===== config.mk =====
export PLATFORM = sky130hd
export DESIGN_NAME = srch_cmd_capture
export DESIGN_NICKNAME = d
export VERILOG_FILES = /design/src/rtl/srch_cap_pkg.sv /design/src/rtl/srch_phase_fsm.sv /design/src/rtl/srch_key_capture.sv /design/src/rtl/srch_cmp_bank.sv /design/src/rtl/srch_cmd_capture.sv
export SDC_FILE = /design/constraint.sdc
export NUM_CORES = 2
export LEC_CHECK = 0
export ABC_AREA = 0
export BUFFER_PORTS_ARGS = -buffer_cell sky130_fd_sc_hd__buf_2
export CELL_PAD_IN_SITES_DETAIL_PLACEMENT = 0
export CELL_PAD_IN_SITES_GLOBAL_PLACEMENT = 1
export CORE_MARGIN = 2
export CORE_UTILIZATION = 50
export CTS_CLUSTER_SIZE = 14
export DETAILED_ROUTE_END_ITERATION = 10
export PLACE_DENSITY_LB_ADDON = 0.3
export SLEW_MARGIN = 25
export SYNTH_ARGS = -nofsm -noshare
export SYNTH_HDL_FRONTEND = slang
export SYNTH_SLANG_ARGS = --single-unit

===== constraint.sdc =====
create_clock -name clk -period 15.2 [get_ports clk]
set_input_delay 1.52 -clock clk [delete_from_list [all_inputs] [get_ports clk]]
set_output_delay 1.52 -clock clk [all_outputs]
set_load 0.02 [all_outputs]

===== src/rtl/srch_cap_pkg.sv =====
package srch_cap_pkg;
  localparam logic [1:0] CODE_SEARCH = 2'b10;
  localparam int MASK_IDX_W = 4;
  localparam int CMP_IDX_W  = 4;
  localparam int RES_IDX_W  = 3;
  localparam int PFX_W      = 3;
  typedef enum logic {PH_IDLE = 1'b0, PH_HALF = 1'b1} phase_t;
endpackage


===== src/rtl/srch_phase_fsm.sv =====
module srch_phase_fsm
  import srch_cap_pkg::*;
(
  input  logic       clk,
  input  logic       rst_n,
  input  logic       cmd_valid,
  input  logic [1:0] cmd_code,
  input  logic       cmd_b2,
  output logic       first_take,
  output logic       second_ok,
  output logic       start_pulse,
  output logic       err_pulse
);
  phase_t phase_q;
  logic   is_search;
  logic   second_bad;

  assign is_search  = cmd_valid && (cmd_code == CODE_SEARCH);
  assign first_take = (phase_q == PH_IDLE) && is_search && !cmd_b2;
  assign second_ok  = (phase_q == PH_HALF) && is_search;
  assign second_bad = (phase_q == PH_HALF) && !is_search;

  always_ff @(posedge clk) begin
    if (!rst_n) begin
      phase_q     <= PH_IDLE;
      start_pulse <= 1'b0;
      err_pulse   <= 1'b0;
    end else begin
      start_pulse <= second_ok;
      err_pulse   <= second_bad;
      if (first_take)                  phase_q <= PH_HALF;
      else if (second_ok || second_bad) phase_q <= PH_IDLE;
    end
  end

  assert_start_single_R2: assert property (@(posedge clk) disable iff (!rst_n)
    start_pulse |=> !start_pulse);
  assert_start_cause_R2: assert property (@(posedge clk) disable iff (!rst_n)
    start_pulse |-> ($past(cmd_valid) && $past(cmd_code) == CODE_SEARCH));
  assert_err_excl_R9: assert property (@(posedge clk) disable iff (!rst_n)
    !(start_pulse && err_pulse));
  assert_err_after_half_R9: assert property (@(posedge clk) disable iff (!rst_n)
    err_pulse |-> $past(phase_q) == PH_HALF);
endmodule


===== src/rtl/srch_key_capture.sv =====
module srch_key_capture
  import srch_cap_pkg::*;
#(
  parameter int DATA_W = 72,
  localparam int KEY_W = 2 * DATA_W
) (
  input  logic                  clk,
  input  logic                  rst_n,
  input  logic                  first_take,
  input  logic                  second_ok,
  input  logic [8:3]            arg_hi,
  input  logic                  arg_b2,
  input  logic                  ext,
  input  logic [DATA_W-1:0]     data,
  output logic [KEY_W-1:0]      wr_key,
  output logic [CMP_IDX_W-1:0]  wr_sel,
  output logic [KEY_W-1:0]      key_o,
  output logic [MASK_IDX_W-1:0] mask_o,
  output logic [CMP_IDX_W-1:0]  cmp_o,
  output logic [RES_IDX_W-1:0]  res_o,
  output logic [PFX_W-1:0]      pfx_o
);
  logic [DATA_W-1:0]     hi_q;
  logic [MASK_IDX_W-1:0] mask_q;
  logic [PFX_W-1:0]      pfx_q;

  assign wr_key = {hi_q, data};
  assign wr_sel = {arg_hi[5:3], arg_b2};

  always_ff @(posedge clk) begin
    if (!rst_n) begin
      hi_q   <= '0;
      mask_q <= '0;
      pfx_q  <= '0;
      key_o  <= '0;
      mask_o <= '0;
      cmp_o  <= '0;
      res_o  <= '0;
      pfx_o  <= '0;
    end else begin
      if (first_take) begin
        hi_q   <= data;
        mask_q <= {ext, arg_hi[5:3]};
        pfx_q  <= arg_hi[8:6];
      end
      if (second_ok) begin
        key_o  <= wr_key;
        mask_o <= mask_q;
        pfx_o  <= pfx_q;
        res_o  <= arg_hi[8:6];
        cmp_o  <= wr_sel;
      end
    end
  end

  assert_key_hold_R11: assert property (@(posedge clk) disable iff (!rst_n)
    !second_ok |=> $stable(key_o) && $stable(mask_o) && $stable(res_o));
endmodule


===== src/rtl/srch_cmp_bank.sv =====
module srch_cmp_bank #(
  parameter int KEY_W   = 144,
  parameter int N_PAIRS = 16,
  localparam int SEL_W  = $clog2(N_PAIRS)
) (
  input  logic             clk,
  input  logic             rst_n,
  input  logic             wr_en,
  input  logic [SEL_W-1:0] wr_sel,
  input  logic [KEY_W-1:0] wr_key,
  input  logic [SEL_W-1:0] rd_sel,
  output logic [KEY_W-1:0] rd_key
);
  logic [KEY_W-1:0] pair_q [N_PAIRS];

  for (genvar i = 0; i < N_PAIRS; i++) begin : g_pair
    always_ff @(posedge clk) begin
      if (!rst_n)                                   pair_q[i] <= '0;
      else if (wr_en && wr_sel == SEL_W'(i))        pair_q[i] <= wr_key;
    end
  end

  assign rd_key = pair_q[rd_sel];

  assert_write_lands_R7: assert property (@(posedge clk) disable iff (!rst_n)
    wr_en |=> pair_q[$past(wr_sel)] == $past(wr_key));
endmodule


===== src/rtl/srch_cmd_capture.sv =====
module srch_cmd_capture
  import srch_cap_pkg::*;
#(
  parameter int DATA_W = 72,
  localparam int KEY_W = 2 * DATA_W,
  localparam int N_PAIRS = 1 << CMP_IDX_W
) (
  input  logic                  clk,
  input  logic                  rst_n,
  input  logic                  cmd_valid,
  input  logic [1:0]            cmd_code,
  input  logic [8:2]            cmd_arg,
  input  logic                  cmd_ext,
  input  logic [DATA_W-1:0]     cmd_data,
  input  logic [CMP_IDX_W-1:0]  cmp_rd_sel,
  output logic [KEY_W-1:0]      cmp_rd_key,
  output logic                  search_start,
  output logic [KEY_W-1:0]      search_key,
  output logic [MASK_IDX_W-1:0] search_mask_sel,
  output logic [CMP_IDX_W-1:0]  search_cmp_sel,
  output logic [RES_IDX_W-1:0]  search_res_sel,
  output logic [PFX_W-1:0]      search_addr_hi,
  output logic                  proto_err
);
  logic                 first_take, second_ok;
  logic [KEY_W-1:0]     wr_key;
  logic [CMP_IDX_W-1:0] wr_sel;

  srch_phase_fsm u_fsm (
    .clk(clk), .rst_n(rst_n), .cmd_valid(cmd_valid), .cmd_code(cmd_code),
    .cmd_b2(cmd_arg[2]), .first_take(first_take), .second_ok(second_ok),
    .start_pulse(search_start), .err_pulse(proto_err)
  );

  srch_key_capture #(.DATA_W(DATA_W)) u_cap (
    .clk(clk), .rst_n(rst_n), .first_take(first_take), .second_ok(second_ok),
    .arg_hi(cmd_arg[8:3]), .arg_b2(cmd_arg[2]), .ext(cmd_ext), .data(cmd_data),
    .wr_key(wr_key), .wr_sel(wr_sel), .key_o(search_key),
    .mask_o(search_mask_sel), .cmp_o(search_cmp_sel), .res_o(search_res_sel),
    .pfx_o(search_addr_hi)
  );

  srch_cmp_bank #(.KEY_W(KEY_W), .N_PAIRS(N_PAIRS)) u_bank (
    .clk(clk), .rst_n(rst_n), .wr_en(second_ok), .wr_sel(wr_sel),
    .wr_key(wr_key), .rd_sel(cmp_rd_sel), .rd_key(cmp_rd_key)
  );

  assert_start_err_R1: assert property (@(posedge clk) disable iff (!rst_n)
    search_start |-> !proto_err);
endmodule


==> impl_metrics.json <==
{
  "rsz0062_at_grt": "false",
  "synth.area.top_cells": "edfxtp_1 62%, mux4_2 13%, and2_1 13%",
  "p_clk_frac": 0.421,
  "fin_cells": 10500,
  "cts.sinks": 2544,
  "ys_async_sr_fraction": 0,
  "p_leak_nw": 44.9,
  "ys_ff_latch": 2544,
  "power.internal_mw": 11.9,
  "syn2layout_area_growth_pct": 11.7,
  "dp_hpwl_um": 184000,
  "hold_viol": 0,
  "ant_nets": 0,
  "std_cell_rows": 173,
  "syn_area_sq_um": 112000,
  "core_area_sq_um": 222000,
  "vias": 64800,
  "fill_cells": 17300,
  "wl_per_cell_um": 33.6,
  "cts_setup_buffers": 0,
  "initial_core_util": 0.503,
  "synth_nets": 7212,
  "drive_gt1_frac": 0.214,
  "yosysSeqAreaShare": 0.663,
  "whs_path_depth": 2,
  "place.gp.congestion": 0.811,
  "status": "completed",
  "dp_cells": 9987,
  "synth.most_common_cell": "and2_1",
  "io_buffer_count": 392,
  "clk_pin_slew_ns": 0.05,
  "route.detailed.drc": 0,
  "grt_util_all_layers": 0.309,
  "postSynthAreaPerCell_sq_um": 15.7,
  "grt_pass1_vias": 64200,
  "crit_path_cell_trace": "buf_8 > buf_4 > buf_4 > buf_6 > mux4_2 > a211oi_1 > a31oi_1 > buf_2",
  "drv_cap": 0,
  "critPathMaxStageDelay_ns": 0.83,
  "r2r_slack_ns": 10.02,
  "critical_path_class": "in2out",
  "fin_nets": 7392,
  "synth_top_cell_by_area": "edfxtp_1",
  "finClkSkew_ns": 0.0370,
  "die_area_sq_um": 227000,
  "die_y_um": 477,
  "drt_pass1_iterations": 6,
  "cp-end-kind": "output pin",
  "dieWidth_um": 477,
  "required_ns": 13.68,
  "slowest_stage": "buf_4",
  "yosys_warnings": 0,
  "crit_top_cell": "buf_4",
  "grt-ovfl-total": 0,
  "grt_first_pass_wirelength_um": 495000,
  "cts_root_buffer": "clkbuf_16",
  "clockBufferDepth": 4,
  "reg2reg_from": "u_fsm.phase_q$_SDFFE_PN0P_",
  "max-vdd-ir-drop_mv": 0.104,
  "r2r_end": "u_bank.pair_q[5][12]$_SDFFCE_PN0P_",
  "synth-main-ff-cell": "edfxtp_1",
  "drt-initial-drc-count": 9502,
  "regArea_sq_um": 74000,
  "holdBufCountCts": 0,
  "slew_headroom": 0.251,
  "syn-instance-count": 7123,
  "post-route-min-period_ns": 7.26,
  "p_sw_frac": 0.226,
  "ios": 393,
  "crit_arrival_ns": 5.74,
  "worstMarginPinSlew_ns": 1.12,
  "critPathMaxFanout": 65,
  "worst_slack_ns": 7.94,
  "cts_resized": 0,
  "seqPwrFrac": 0.514,
  "hp-start": "u_cap.key_o[20]$_SDFFE_PN0P_",
  "multi_input_area_sq_um": 35000,
  "switchingPower_mw": 3.49,
  "power_density_nw_per_um2": 124,
  "pwr-share-comb": 0.065,
  "synth_top_area_share": 0.620,
  "setup_viol": 0,
  "dpl_worst_slack_ns": 7.74,
  "cts.htree.levels": 5,
  "grt_max_degree": 130,
  "drv_slew": 0,
  "ys_top_cells_by_count": "2306 x and2_1, 2304 x edfxtp_1, 662 x mux4_2",
  "wl_um": 353000,
  "hold_class": "reg2reg",
  "synth_edf_count": 2304,
  "max_clock_freq_mhz": 138,
  "antenna_found_initial": 45,
  "worst_r2r_path_depth": 6,
  "crit_path_start_kind": "input port",
  "fin_crit_sh": 0.478,
  "p_total_mw": 15.4,
  "cts_tree": "yes",
  "whs_ns": 0.461,
  "synth.distinct_cells": 34,
  "fin_setup_tns_ns": 0,
  "insertion_delay_ns": 0.93,
  "viasPerCell": 6.17,
  "cts_buffers": 286,
  "min_to": "u_cap.key_o[20]$_SDFFE_PN0P_"
}
layout make-up:
cell class	instances	share of cell area
Antenna cell	18	0.000361
Clock buffer	402	0.0635
Clock inverter	91	0.00501
Inverter	1	0.0000903
Multi-Input combinational cell	3936	0.281
Sequential cell	2544	0.593
Tap cell	2975	0.0298
Timing Repair Buffer	534	0.0272
kinds of logic after synthesis:
logic type / share of synthesized area
flip-flops: 0.663
multiplexers: 0.139
buffers and inverters: 0.0256
AND/OR/NAND/NOR: 0.150
AO/OA/AOI/OAI: 0.0223
per-stage QoR:
step,area [sq um],util
3_3_place_gp,116000,0.522
6_report,125000,0.562
2_1_floorplan,112000,-
4_1_cts,125000,0.561
3_5_place_dp,116000,0.523
5_1_grt,125000,0.561
placed cells by master, fill, tap and decap left out, types with 7 or more instances in the layout:
cell	count
buf_2	387
clkbuf_8	19
a31oi_1	8
nand2_1	505
o22ai_1	12
clkbuf_16	292
clkinv_2	32
buf_4	116
o21ai_4	16
dfxtp_1	240
o221ai_1	24
a21oi_1	26
nor2b_1	22
and2_1	2306
nor2_4	16
mux2i_1	62
edfxtp_1	2304
inv_6	7
mux4_2	662
clkbuf_1	84
diode_2	18
buf_12	16
a211oi_1	22
a21boi_0	237
bufinv_16	7
clkinv_1	39
critical path, delay by kind of cell:
kind,cells,cell delay [ns]
buffers and inverters,5,2.97
AOI/OAI and AO/OA,2,0.42
muxes,1,0.59
power groups by stage:
stage | clock [mW] | combinational (mW) | sequential (mW)
2_1_floorplan | 0 | 0.598 | 8.13
3_3_place_gp | 0 | 0.997 | 8.05
3_5_place_dp | 0 | 1.00 | 8.06
4_1_cts | 6.54 | 1.01 | 7.91
5_1_grt | 6.82 | 1.04 | 7.93
6_report | 6.49 | 1.00 | 7.91
how the worst max path moves through the flow:
stage                  startpoint                                 end  slack, ns  cells past startpoint
CTS                 cmp_rd_sel[1]                      cmp_rd_key[26]       7.75                      8
finish              cmp_rd_sel[1]                      cmp_rd_key[26]       7.94                      8
global route        cmp_rd_sel[1]                      cmp_rd_key[26]       7.85                      8
detailed placement  cmp_rd_sel[1]                      cmp_rd_key[26]       7.74                      8
floorplan             cmd_code[0]  u_bank.pair_q[12][0]$_SDFFCE_PN0P_       1.99                      4
global placement    cmp_rd_sel[1]                      cmp_rd_key[26]       7.76                      8
per-layer routing:
layer,vias to the layer above,wire (um),global-route usage
li1,26300,-,-
met1,33900,133000,0.423
met2,3828,167000,0.490
met3,729,35800,0.0537
met4,30,16900,0.133
met5,-,188,0
state kept, by name (all words and copies together) (netlist names):
| name | flops |
|---|---|
| u_cap.res_o | 3 |
| u_cap.cmp_o | 4 |
| u_fsm.start_pulse | 1 |
| u_cap.hi_q | 72 |
| u_cap.mask_o | 4 |
| u_fsm.err_pulse | 1 |
| u_fsm.phase_q | 1 |
| u_cap.mask_q | 4 |
| u_cap.key_o | 144 |
| u_cap.pfx_o | 3 |
| u_bank.pair_q | 2304 |
| u_cap.pfx_q | 3 |
Note: power is estimated with default switching activity, not from simulation.
